`config.mk`:
```
export PLATFORM = sky130hd
export DESIGN_NAME = ais_detector
export DESIGN_NICKNAME = d
export VERILOG_FILES = /design/src/rtl/ais_pkg.sv /design/src/rtl/ais_win_ctr.sv /design/src/rtl/ais_zero_ctr.sv /design/src/rtl/ais_status.sv /design/src/rtl/ais_detector.sv
export SDC_FILE = /design/constraint.sdc
export NUM_CORES = 1
export LEC_CHECK = 0
export ABC_AREA = 0
export BUFFER_PORTS_ARGS = -buffer_cell sky130_fd_sc_hd__clkbuf_2
export CORE_ASPECT_RATIO = 0.75
export CORE_MARGIN = 2
export CORE_UTILIZATION = 51
export DETAILED_ROUTE_END_ITERATION = 10
export PLACE_DENSITY = 0.72
export SYNTH_ARGS = -nofsm -noshare
export SYNTH_HDL_FRONTEND = slang
export SYNTH_HIERARCHICAL = 1
export SYNTH_SLANG_ARGS = --single-unit
export TNS_END_PERCENT = 50
```
`constraint.sdc`:
```
create_clock -name clk_i -period 3.05 [get_ports clk_i]
set_clock_uncertainty 0.2 [all_clocks]
set_input_delay 0 -clock clk_i [delete_from_list [all_inputs] [get_ports clk_i]]
set_output_delay 0 -clock clk_i [all_outputs]
set_load 0.1 [all_outputs]
```
`src/rtl/ais_pkg.sv`:
```
package ais_pkg;
  typedef enum logic [1:0] {
    VERDICT_HOLD  = 2'd0,
    VERDICT_SET   = 2'd1,
    VERDICT_CLEAR = 2'd2
  } verdict_e;
endpackage

```
`src/rtl/ais_win_ctr.sv`:
```
module ais_win_ctr #(
  parameter int unsigned WIN_BITS = 8192
) (
  input  logic clk_i,
  input  logic rst_ni,
  input  logic flush_i,
  input  logic bit_en_i,
  output logic last_o
);
  localparam int unsigned CW = (WIN_BITS > 2) ? $clog2(WIN_BITS) : 1;
  localparam logic [CW-1:0] LAST = CW'(WIN_BITS - 1);

  logic [CW-1:0] cnt_q;

  assign last_o = bit_en_i && !flush_i && (cnt_q == LAST);

  always_ff @(posedge clk_i or negedge rst_ni) begin
    if (!rst_ni) begin
      cnt_q <= '0;
    end else if (flush_i || last_o) begin
      cnt_q <= '0;
    end else if (bit_en_i) begin
      cnt_q <= cnt_q + 1'b1;
    end
  end
endmodule

```
`src/rtl/ais_zero_ctr.sv`:
```
module ais_zero_ctr
  import ais_pkg::*;
#(
  parameter int unsigned ZERO_THRESH = 9
) (
  input  logic     clk_i,
  input  logic     rst_ni,
  input  logic     flush_i,
  input  logic     bit_en_i,
  input  logic     bit_i,
  input  logic     win_last_i,
  output verdict_e verdict_o
);
  // only needs to reach one past the threshold
  localparam int unsigned SAT = ZERO_THRESH + 1;
  localparam int unsigned ZW  = $clog2(SAT + 1);
  localparam logic [ZW-1:0] SAT_V = ZW'(SAT);
  localparam logic [ZW-1:0] THR_V = ZW'(ZERO_THRESH);

  logic [ZW-1:0] cnt_q, cnt_next;

  always_comb begin
    cnt_next = cnt_q;
    if (bit_en_i && !bit_i && (cnt_q != SAT_V)) cnt_next = cnt_q + 1'b1;
  end

  always_comb begin
    verdict_o = VERDICT_HOLD;
    if (win_last_i) begin
      if (cnt_next < THR_V)      verdict_o = VERDICT_SET;
      else if (cnt_next > THR_V) verdict_o = VERDICT_CLEAR;
    end
  end

  always_ff @(posedge clk_i or negedge rst_ni) begin
    if (!rst_ni) begin
      cnt_q <= '0;
    end else if (flush_i || win_last_i) begin
      cnt_q <= '0;
    end else begin
      cnt_q <= cnt_next;
    end
  end
endmodule

```
`src/rtl/ais_status.sv`:
```
module ais_status
  import ais_pkg::*;
(
  input  logic     clk_i,
  input  logic     rst_ni,
  input  logic     flush_i,
  input  verdict_e verdict_i,
  input  logic     rd_strobe_i,
  output logic     live_o,
  output logic     latch_o
);
  logic live_q, latch_q;
  logic set_w, clr_w, rd_clr_w;

  assign set_w    = (verdict_i == VERDICT_SET);
  assign clr_w    = (verdict_i == VERDICT_CLEAR);
  assign rd_clr_w = rd_strobe_i && !live_q;

  always_ff @(posedge clk_i or negedge rst_ni) begin
    if (!rst_ni) begin
      live_q  <= 1'b0;
      latch_q <= 1'b0;
    end else if (flush_i) begin
      live_q  <= 1'b0;
      latch_q <= 1'b0;
    end else begin
      if (set_w)      live_q <= 1'b1;
      else if (clr_w) live_q <= 1'b0;
      if (set_w)         latch_q <= 1'b1;
      else if (rd_clr_w) latch_q <= 1'b0;
    end
  end

  assign live_o  = live_q;
  assign latch_o = latch_q;
endmodule

```
`src/rtl/ais_detector.sv`:
```
module ais_detector
  import ais_pkg::*;
#(
  parameter int unsigned WIN_BITS    = 8192,
  parameter int unsigned ZERO_THRESH = 9
) (
  input  logic clk_i,
  input  logic rst_ni,
  input  logic bit_en_i,
  input  logic bit_i,
  input  logic pwr_down_i,
  input  logic coder_mode_i,
  input  logic rd_strobe_i,
  output logic ais_o,
  output logic ais_latched_o,
  output logic ais_pin_o
);
  logic     win_last;
  verdict_e verdict;
  logic     live, latch;

  ais_win_ctr #(.WIN_BITS(WIN_BITS)) u_win (
    .clk_i    (clk_i),
    .rst_ni   (rst_ni),
    .flush_i  (pwr_down_i),
    .bit_en_i (bit_en_i),
    .last_o   (win_last)
  );

  ais_zero_ctr #(.ZERO_THRESH(ZERO_THRESH)) u_zero (
    .clk_i      (clk_i),
    .rst_ni     (rst_ni),
    .flush_i    (pwr_down_i),
    .bit_en_i   (bit_en_i),
    .bit_i      (bit_i),
    .win_last_i (win_last),
    .verdict_o  (verdict)
  );

  ais_status u_stat (
    .clk_i       (clk_i),
    .rst_ni      (rst_ni),
    .flush_i     (pwr_down_i),
    .verdict_i   (verdict),
    .rd_strobe_i (rd_strobe_i),
    .live_o      (live),
    .latch_o     (latch)
  );

  assign ais_o         = live && !pwr_down_i;
  assign ais_latched_o = latch && !pwr_down_i;
  assign ais_pin_o     = ais_o && coder_mode_i;
endmodule

```
# After elaboration in Yosys (flattened, before gate mapping)
# Index checks and enable logic that the tools add are counted.
[totals]
elab_cells = 40
reg_bits = 19
output_inout_bits = 3
[op_classes]
order_cmp = 2
n_reduce_logical = 15
eq_ne = 4
muxes = 13
addsub = 2
[op_table]
columns = ["cell", "n"]
rows = [
  ["2-to-1 mux 13 bit", 2],
  ["adder 13 x 1 -> 13 bit, second input constant", 1],
  ["equality test 13 bit, second input constant", 1],
  ["logical AND 1 bit", 8],
  ["2-to-1 mux 4 bit", 2],
  ["2-to-1 mux 1 bit", 6],
  ["2-to-1 mux 2 bit", 3],
  ["nonzero test 3 bit", 2],
  ["adder 4 x 1 -> 4 bit, second input constant", 1],
  ["greater-than comparator 4 bit, second input constant", 1],
  ["< comparator 4 bit, second input constant", 1],
  ["inequality test 4 bit, second input constant", 1],
  ["zero test 1 bit", 3],
  ["equality test 2 x 1 -> 1 bit, second input constant", 1],
  ["equality test 2 bit, second input constant", 1],
  ["nonzero test 2 bit", 1],
  ["logical OR 1 bit", 1],
]

# Longest topological paths before layout
# Gate-level depths: netlist (run 1).
[depth]
ltp_word = 12
mapped_depth = 8

# Modules after synthesis
# The synthesis (run 1) kept the hierarchy.
[by_module_without_submodules]
columns = ["mod", "area_per_inst_um2", "seq_area_each_um2", "n_inst", "cells_each"]
rows = [
  ["ais_win_ctr", 752.0, 325.3, 1, 76],
  ["ais_zero_ctr", 320.3, 100.1, 1, 31],
  ["ais_status", 100.1, 50.0, 1, 9],
  ["ais_detector", 21.3, 0.0, 1, 3],
]

# Least setup slack after synthesis (run 1)
# No wires, ideal clock.
[synth_timing]
path_kind = "register to register"
startpoint = "register u_win.cnt_q[0]"
endpoint = "register u_stat.latch_q (netlist: u_stat/latch_o)"
arrival_time_ns = 2.178
path_buffers = 0
t_required_ns = 2.767
slack_ns = 0.589
path_stages_with_launch = 8
setup_time_ns = 0.083
cell_sequence = "dfrtp_1 > ha_1 > nand3_1 > or3_4 > nor3_1 > a21boi_1 > or3b_1 > o21ai_0"
[synth_between]
elab_chain_len = 6
[synth_lines]
columns = ["item", "line_no", "text"]
rows = [
  ["start: declaration", "ais_win_ctr.sv:13", "logic [CW-1:0] cnt_q;"],
  ["start signal: assignment", "ais_win_ctr.sv:23", "cnt_q <= cnt_q + 1'b1;"],
  ["equality test 13 bit (*)", "ais_win_ctr.sv:15", "assign last_o = bit_en_i && !flush_i && (cnt_q == LAST);"],
  ["logical AND 1 bit (*)", "ais_win_ctr.sv:15", ""],
  ["via win_last", "ais_detector.sv:18", "logic win_last;"],
  ["2-to-1 mux 2 bit (*)", "ais_zero_ctr.sv:29", "if (win_last_i) begin"],
  ["via verdict[0]", "ais_detector.sv:19", "verdict_e verdict;"],
  ["equality test 2 x 1 -> 1 bit (*)", "ais_status.sv:15", "assign set_w = (verdict_i == VERDICT_SET);"],
  ["2-to-1 mux 1 bit", "ais_status.sv:29", "if (set_w) latch_q <= 1'b1;"],
  ["2-to-1 mux 1 bit", "ais_status.sv:23", "end else if (flush_i) begin"],
  ["end signal: assignment", "ais_status.sv:25", "latch_q <= 1'b0;"],
  ["end signal: assignment", "ais_status.sv:29", ""],
  ["end signal: assignment", "ais_status.sv:30", "else if (rd_clr_w) latch_q <= 1'b0;"],
  ["end: declaration", "ais_status.sv:12", "logic live_q, latch_q;"],
]
# The timed path passes the listed nets; every way through them passes the cells marked *.
# A chain may end at the register's enable or synchronous reset.

# Worst setup path in the final report (run 1)
# Same ends and word-level chain as after synthesis.

==> key figures, run 1 <==
Status
  • Run status: finished clean

Floorplanning
  • Site row count: 15
  • Core area: 2250 um^2
  • Die Height: 45.9 um
  • Die Span X: 59.9 um
  • I/O pin count: 10
  • DIE AREA: 2750 um^2
  • Starting Density: 53.0%

Clock network
  • CTS sink cnt: 19
  • Clk_lat worst skew: 0.30 ns
  • Clock Root Buffer: clkbuf_4
  • CTS Hold Bufs: 7
  • Post_cts resized: 0
  • Num CTS Buffers: 3
  • Post-CTS setup repair buffer count: 0
  • CTS H-tree depth: 1
  • Clock slew at reported path FFs: 0.10 ns
  • Clock buffer depth: 2
  • CTS tree: done

STA
  • Worst slew pin tran: 0.855 ns
  • RSZ-0062 raised after global routing: false
  • Max Clock Freq: 395 MHz
  • Post-route worst setup slack: 0.518 ns
  • Setup-failing EPs final: 0
  • Tmin final: 2.53 ns
  • Rel. slew slack: 42.8%
  • Final number of hold-violating endpoints: 0
  • TNS Setup: 0 ns
  • Final max-slew violation count: 0
  • Final period utilization: 83.0%

Setup path
  • CP Capture Type: flop
  • Critical path required time: 3.08 ns
  • CP startpoint: u_win/cnt_q[0]
  • CP max stage cell: dfrtp_1
  • Worst path max stage delay: 0.43 ns
  • Critical Path, Cell by Cell: ha_1 -> nand3_1 -> or3_4 -> nor3_1 -> buf_4 -> a21boi_1 -> or3b_1 -> o21ai_0
  • R2R Setup Slk: 0.52 ns
  • Crit path DAT: 2.56 ns
  • Worst-case reg-to-reg path depth: 8
  • Buf/Inv on CP: 1
  • Worst flop-to-flop path startpoint: u_win/cnt_q[0]
  • R2r endpoint: u_stat/latch_o
  • Worst Setup EP: u_stat/latch_o
  • Setup CP Type: reg -> reg
  • Delay-heaviest family, CP: simple AND/OR/NAND/NOR gates
  • Critical Path Fanout Max: 6
  • Crit path depth: 8
  • CP startpoint kind: flop

Routing
  • Final ANT Viol Nets: 0
  • Average wire per standard cell: 14.6 um
  • Drt first-iter violations: 17
  • Drc violations: 0
  • Via density: 5.98
  • WL final: 2.39 mm
  • Via count: 975
  • DR pass1 iterations: 4

Final layout
  • Reg area: 475 um^2
  • Fill cells: 193
  • Layout Nets: 149
  • Commonest cells after routing, fill and taps aside: 19 x dfrtp_1, 15 x nor2_1, 9 x clkbuf_2, 8 x xnor2_1
  • Area of the multi-input gates: 689 um^2
  • Most common cell after layout, fill and taps aside: dfrtp_1
  • Final Util: 60.6%
  • Ant diodes: 0
  • Area grow syn2layout: 14.3%
  • Layout cell share with drive strength beyond 1: 20.3%

Place
  • Port buffer count: 9
  • Pre-CTS setup slack: 0.584 ns
  • Final Wtd Congestion: 0.827
  • Final HPWL DP: 1.71 mm

Synthesis
  • Top area cells in the synthesized netlist: dfrtp_1 40%, xnor2_1 5.9%, nor2_1 4.7%
  • Mux share of post-synthesis cell area: 0%
  • Post-synth top area cell: dfrtp_1
  • Synth Area in Compound Gates: 10.3%
  • Syn. warnings: 6
  • Synth Instances: 119
  • Syn Std Cell Area: 1190 um^2
  • Share of the synthesized area in the top cell type: 39.8%
  • Net Count, Synth: 129
  • Synth Area per Inst: 10.0 um^2
  • Simple-gate share of the synthesized area: 35.5%
  • Post-synthesis adder-cell area fraction: 3.14%
  • XOR/XNOR share of the synthesized area: 8.81%
  • FF+latch count, synth: 19
  • Post-synth cell types: 43
  • Seq/Total Area, Yosys: 39.8%
  • Main combinational cell family by area after synthesis: simple AND/OR/NAND/NOR gates

GRT
  • GR Util All Layers: 20.5%
  • Total gr overflow: 0
  • Initial antenna violation count: 0
  • First-pass GRT wire length: 4.05 mm
  • Vias in the first global route: 940
  • Pin count of the biggest net entering global routing: 20

Pwr
  • Maximum vdd drop: 0.220 mV
  • Pwr Total: 437 uW
  • Pwr Density: 321 nW/um^2
  • Leak Pwr: 0.610 nW

Hold path
  • HP Class: in -> reg

Run
  • Max-capacitance violation count: 0
stage by stage:
stage                     area [um^2]  instances  hold WS [ns]
final                            1360        163        0.0280
after global routing             1360        163        0.0833
after CTS                        1360        163        0.0230
after detailed placement         1270        152        -0.221
after floorplan                  1190        119        -0.496
after global placement           1270        152        -0.227
worst min path at each step:
stage           start         endpoint  slack, ns  cells past startpoint
2_1_floorplan  rst_ni   u_stat/latch_o      -0.50                      0
3_3_place_gp   rst_ni  u_zero/cnt_q[0]      -0.23                      1
3_5_place_dp   rst_ni  u_zero/cnt_q[0]      -0.22                      1
4_1_cts         bit_i  u_zero/cnt_q[0]       0.02                      4
5_1_grt         bit_i  u_zero/cnt_q[0]       0.08                      4
6_report        bit_i  u_zero/cnt_q[0]       0.03                      4
layer usage:
metal / GRT usage [%] / vias up / part of all wire (%)
met5: 0 / - / 0
met4: 7.11 / 0 / 0.92
met3: 5.11 / 2 / 3.7
met2: 33.9 / 21 / 47
met1: 26.2 / 486 / 48
li1: - / 466 / -
sequential cells by signal, summed over array words and instances, names as in the netlist:
register	count
u_zero/cnt_q	4
u_win/cnt_q	13
u_stat/latch_o	1
u_stat/live_o	1
layout make-up:
cell class                      count  share of cell area [%]
Inverter                            5                    1.38
Tap cell                           25                    2.29
Multi-Input combinational cell     93                    50.6
Sequential cell                    19                    34.9
Clock buffer                        4                    1.93
Timing Repair Buffer               17                    8.99
synth_stat cells, drive strengths merged:
cell	n
nor3b	1
or3	1
xor2	4
o311ai	1
and2b	2
nand2	7
a21boi	1
nor3	4
nand3	6
nand4	3
a2111oi	1
o31ai	1
a211o	1
or2b	2
and3	1
dfrtp	19
xnor2	8
o2111ai	2
ha	3
inv	5
and4	2
and3b	2
nor2	17
o21bai	1
o21ai	3
nor2b	3
nor4	7
a211oi	2
or3b	1
buf	2
nand3b	1
nand2b	2
nor4b	1
or2	1
a22o	1
logic make-up after synthesis:
kind of cell,count (synthesis)
adders and majority gates,3
and+or+nand+nor,64
xor gates and xnor gates,12
buffers and inverters,7
AOI/OAI and AO/OA,14
DFF,19
worst register-to-register path, stage by stage, from the launching register on:
cell	delay, ns
dfrtp_1	0.43
ha_1	0.26
nand3_1	0.16
or3_4	0.38
nor3_1	0.19
buf_4	0.17
a21boi_1	0.20
or3b_1	0.38
o21ai_0	0.08
power by group:
part           internal, mW  switching, mW
sequential            0.256        0.00562
clock                0.0510         0.0775
combinational        0.0210         0.0264
total                 0.328          0.110
Note: power is estimated with default switching activity, not from simulation.
==> inputs of run 2 (changes only) <==
- clock period: 3.05 -> 2.4 ns (I/O delays scaled with it)
==> run 2 against run 1 <==
Against the previous run: non-clock buffer count up 3; hold slack better by 0.31 ns; die area unchanged; cell count up 1.8%; register-to-register slack worse by 0.34 ns; utilization up 1.3 points; via count down 4.6%; critical path depth down 1; critical endpoint is now u_stat/live_o; highest routed layer unchanged; largest cell class unchanged; count of clock-buffer cells in the layout unchanged; fmax up 14%; worst setup slack worse by 0.34 ns; flip-flop and latch count unchanged.
==> key figures, run 2 (synthesis gave the netlist of run 1 again) <==
Final layout
  • Layout Nets: 152
  • Fill cells: 205
  • Number of flip-flops in the largest register: 13
  • Ant diodes: 0
  • Top reg by flops: u_win/cnt_q
  • Commonest cells after routing, fill and taps aside: 19 x dfrtp_1, 15 x nor2_1, 9 x clkbuf_2, 8 x xnor2_1, 7 x nand2_1
  • Layout cell share with drive strength beyond 1: 24.1%
  • Area grow syn2layout: 16.7%
  • Biggest registers after layout: u_win/cnt_q (13), u_zero/cnt_q (4)
  • Most common cell after layout, fill and taps aside: dfrtp_1
  • Layout Cells excl Fill: 166

Floorplanning
  • DIE AREA: 2750 um^2
  • Die Height: 45.9 um
  • Starting Density: 53.0%
  • Die Span X: 59.9 um
  • Site row count: 15
  • Core area: 2250 um^2
  • I/O pin count: 10

GRT
  • Initial antenna violation count: 0
  • Vias in the first global route: 915
  • First-pass GRT wire length: 4.26 mm
  • Pin count of the biggest net entering global routing: 20
  • GR Util All Layers: 21.1%
  • Total gr overflow: 0

Pwr
  • Maximum vdd drop: 0.259 mV
  • Pwr Density: 399 nW/um^2
  • Leak Pwr: 0.622 nW

Routing
  • Via count: 930
  • WL final: 2.36 mm
  • Via density: 5.60
  • Drt first-iter violations: 29
  • DR pass1 iterations: 4
  • Drc violations: 0
  • Final ANT Viol Nets: 0
  • Average wire per standard cell: 14.2 um

Place
  • Final HPWL DP: 1.69 mm
  • Final Wtd Congestion: 0.860
  • Pre-CTS setup slack: 0.151 ns
  • Placed Cells: 155
  • Port buffer count: 9

STA
  • TNS Setup: 0 ns
  • Final number of hold-violating endpoints: 0
  • Max Clock Freq: 449 MHz
  • Setup-failing EPs final: 0
  • Worst slew pin tran: 0.876 ns
  • Final period utilization: 92.8%
  • Final max-slew violation count: 0
  • Post-route worst setup slack: 0.173 ns
  • Hold_ws: 0.334 ns
  • Rel. slew slack: 41.4%
  • Tmin final: 2.23 ns

Clock network
  • CTS tree: done
  • CTS sink cnt: 19
  • Clock slew at reported path FFs: 0.10 ns
  • CTS H-tree depth: 1
  • Num CTS Buffers: 3
  • Clk_lat worst skew: 0.30 ns
  • Clock buffer depth: 2
  • Clock Root Buffer: clkbuf_4

Setup path
  • Critical Path Fanout Max: 4
  • CP Capture Type: flop
  • Critical Path, Cell by Cell: ha_1 -> nand3_1 -> or3_4 -> nor3_2 -> a21boi_1 -> or3b_1 -> o21ai_0
  • Crit path DAT: 2.25 ns
  • CP max stage cell: dfrtp_1
  • Setup CP Type: reg -> reg
  • Worst path max stage delay: 0.41 ns
  • CP startpoint kind: flop
  • Critical path required time: 2.43 ns

Run
  • Max-capacitance violation count: 0

Status
  • Run status: finished clean

Hold path
  • HP Class: in -> reg
## run 2: worst paths after layout
check	from	slack (ns)	depth (start not counted)	end
max	u_win/cnt_q[1]	0.17	7	u_stat/live_o
min in group asynchronous	rst_ni	0.69	3	u_stat/live_o
min	rd_strobe_i	0.33	4	u_stat/latch_o
min reg2reg	u_win/cnt_q[11]	0.35	1	u_win/cnt_q[11]
max reg2reg	u_win/cnt_q[1]	0.17	7	u_stat/live_o
max in group asynchronous	rst_ni	0.77	3	u_win/cnt_q[8]
## run 2: routing by layer
layer	wire, um	global-route usage, %
met1	1190	29.3
met2	1100	33.0
met3	62	5.40
met4	10	4.89
met5	0	0
## run 2: what timing repair did
item / in CTS / in global routing
gates resized for setup: 0 / 1
hold buffers: 6 / 0
hold endpoints to repair: 28 / 0
buffers inserted: 0 / 1
endpoints found under the setup margin: 0 / 2
## run 2: layout make-up
class | instances | area, um^2 | area share [%]
flip-flops and latches | 19 | 475 | 34.1
multi-input cells | 93 | 698 | 50.1
inverters | 5 | 18.8 | 1.35
well taps | 25 | 31.3 | 2.25
repair buffers | 20 | 143 | 10.2
clock buffers | 4 | 26.3 | 1.89
## run 2: worst max-delay path, delay by kind of cell, from the launching register on
kind            cells  cell delay [ns]
compound gates      2             0.28
simple gates        4             1.06
fa+ha+maj           1             0.19
flops               1             0.41
## run 2: metrics by stage
step                      util, %  cell area [um^2]  power, mW
after floorplan                 -              1200      0.368
after global placement       57.5              1290      0.389
after detailed placement     57.5              1290      0.390
after CTS                    61.3              1380      0.565
after global routing         61.8              1390      0.587
final                        61.8              1390      0.555
## run 2: power breakdown
group / total [mW] / leakage (nW) / internal (mW) / switching [mW]
sequential: 0.331 / 0.263 / 0.325 / 0.00564
combinational: 0.0639 / 0.344 / 0.0286 / 0.0352
clock: 0.160 / 0.0150 / 0.0648 / 0.0957
total: 0.555 / 0.622 / 0.418 / 0.137
==> inputs of run 3 (changes only) <==
- CORE_ASPECT_RATIO: 0.75 -> 0.9
==> run 3 against run 2 <==
Against the previous run: the flow now finishes with violations (negative hold slack); cell count is 3.0% higher; routed wire length is 2.7% lower; largest cell class unchanged; worst setup slack better by 0.00069 ns; combinational power is 6.9% higher; sequential share of layout area is 0.51 points lower; critical endpoint is now u_stat/latch_o; fmax hardly changed; die area is 0.12% lower.
==> key figures, run 3 (synthesis gave the netlist of run 1 again) <==
Status
  • Run status: finished with violations
  • Failing checks: negative hold slack

STA
  • RSZ-0062 raised after global routing: false
  • Worst slew pin tran: 0.872 ns
  • Final period utilization: 92.8%
  • Setup-failing EPs final: 0
  • Rel. slew slack: 41.7%
  • Hold_ws: -0.0121 ns
  • Final max-slew violation count: 0
  • TNS Setup: 0 ns
  • Final number of hold-violating endpoints: 1
  • Max Clock Freq: 449 MHz
  • Tmin final: 2.23 ns

Final layout
  • Layout Nets: 155
  • Top reg by flops: u_win/cnt_q
  • Area grow syn2layout: 18.4%
  • Biggest registers after layout: u_win/cnt_q (13), u_zero/cnt_q (4)
  • Number of flip-flops in the largest register: 13
  • Most common cell after layout, fill and taps aside: dfrtp_1
  • Fill cells: 191
  • Commonest cells after routing, fill and taps aside: 19 x dfrtp_1, 15 x nor2_1, 9 x clkbuf_2, 8 x xnor2_1, 8 x buf_4
  • Reg area: 475 um^2
  • Ant diodes: 0
  • Design area: 1410 um^2
  • Area of the multi-input gates: 694 um^2
  • Final Util: 64.2%
  • Layout cell share with drive strength beyond 1: 25.0%

Routing
  • DR pass1 iterations: 4
  • Drt first-iter violations: 15
  • Final ANT Viol Nets: 0
  • WL final: 2.30 mm
  • Via count: 915
  • Via density: 5.35
  • Average wire per standard cell: 13.5 um
  • Drc violations: 0

Setup path
  • CP max stage cell: dfrtp_1
  • R2r endpoint: u_stat/latch_o
  • Critical Path Fanout Max: 4
  • CP Capture Type: flop
  • Delay-heaviest family, CP: compound AO/OA/AOI/OAI gates
  • Setup CP Type: reg -> reg
  • R2R Setup Slk: 0.17 ns
  • CP startpoint kind: flop
  • Worst path max stage delay: 0.43 ns
  • Worst-case reg-to-reg path depth: 8
  • Buf/Inv on CP: 1
  • Worst flop-to-flop path startpoint: u_zero/cnt_q[0]
  • Critical Path, Cell by Cell: inv_1 -> ha_1 -> nand3b_4 -> a211oi_1 -> o311ai_1 -> a21boi_1 -> or3b_1 -> o21ai_0
  • Crit path DAT: 2.25 ns
  • Critical path required time: 2.43 ns

Clock network
  • Clock slew at reported path FFs: 0.11 ns
  • Post_cts resized: 0
  • Clock buffer depth: 2
  • CTS sink cnt: 19
  • CTS tree: done
  • Clock Root Buffer: clkbuf_4
  • Clk_lat worst skew: 0.30 ns
  • Num CTS Buffers: 3
  • CTS H-tree depth: 1

Pwr
  • Pwr Density: 392 nW/um^2
  • Maximum vdd drop: 0.412 mV
  • Leak Pwr: 0.641 nW

Hold path
  • Hold wc startpoint: bit_i
  • Hold Crit Endpoint: u_zero/cnt_q[1]
  • HP Class: in -> reg
  • Hold Path Stages: 5

Floorplanning
  • Core area: 2200 um^2
  • Die Height: 49.9 um
  • Die Span X: 55.0 um
  • I/O pin count: 10
  • Starting Density: 54.2%
  • Site row count: 16
  • DIE AREA: 2740 um^2

Place
  • Port buffer count: 9
  • Area post-placement: 1290 um^2
  • Final Wtd Congestion: 0.819
  • Final HPWL DP: 1.64 mm

GRT
  • Vias in the first global route: 909
  • Pin count of the biggest net entering global routing: 20
  • GR Util All Layers: 19.9%
  • Total gr overflow: 0
  • First-pass GRT wire length: 3.99 mm
  • Initial antenna violation count: 0

Run
  • Max-capacitance violation count: 0
run 3: how the worst max path moves through the flow:
stage                          startpoint               to  slack [ns]  cells past startpoint
final                     u_zero/cnt_q[0]   u_stat/latch_o        0.17                      8
after global routing      u_zero/cnt_q[0]   u_stat/latch_o        0.02                      8
after global placement     u_win/cnt_q[0]    u_stat/live_o        0.25                      7
after CTS                  u_win/cnt_q[0]  u_zero/cnt_q[1]        0.03                      7
after detailed placement   u_win/cnt_q[0]    u_stat/live_o        0.17                      7
after floorplan            u_win/cnt_q[0]   u_stat/latch_o        0.09                      7
run 3: final cells by class:
cell class / instances / area share [%]
Tap cell: 27 / 2.39
Clock buffer: 4 / 1.86
Inverter: 5 / 1.33
Timing Repair Buffer: 23 / 11.7
Multi-Input combinational cell: 93 / 49.1
Sequential cell: 19 / 33.6
run 3: worst reg2reg max path, stage by stage (launching register included):
cell      delay (ns)
dfrtp_1         0.43
inv_1           0.09
ha_1            0.21
nand3b_4        0.10
a211oi_1        0.33
o311ai_1        0.16
a21boi_1        0.19
or3b_1          0.37
o21ai_0         0.08
run 3: per-layer routing:
| layer | GRT usage [%] | up-vias | part of all wire (%) |
|---|---|---|---|
| met1 | 26.5 | 425 | 47 |
| met2 | 31.5 | 13 | 49 |
| met5 | 0 | - | 0 |
| met4 | 3.25 | 0 | 0.61 |
| li1 | - | 475 | - |
| met3 | 6.67 | 2 | 3.1 |
run 3: timing repair:
item / 4_1_cts / 5_1_grt
hold buffers: 7 / 0
endpoints found under the setup margin: 0 / 1
hold endpoints to repair: 28 / 0
buffers inserted: 0 / 5
run 3: per-stage QoR:
stage / setup slack [ns] / instances / total power, mW
floorplan: 0.0872 / 119 / 0.368
global placement: 0.247 / 156 / 0.389
detailed placement: 0.170 / 156 / 0.391
CTS: 0.0283 / 167 / 0.561
global route: 0.0155 / 171 / 0.588
finish: 0.174 / 171 / 0.555
run 3: power breakdown:
| group | internal (mW) | switching [mW] | total, mW | leakage, nW |
|---|---|---|---|---|
| sequential | 0.325 | 0.00591 | 0.331 | 0.263 |
| clock | 0.0647 | 0.0907 | 0.155 | 0.0150 |
| combinational | 0.0323 | 0.0360 | 0.0683 | 0.363 |
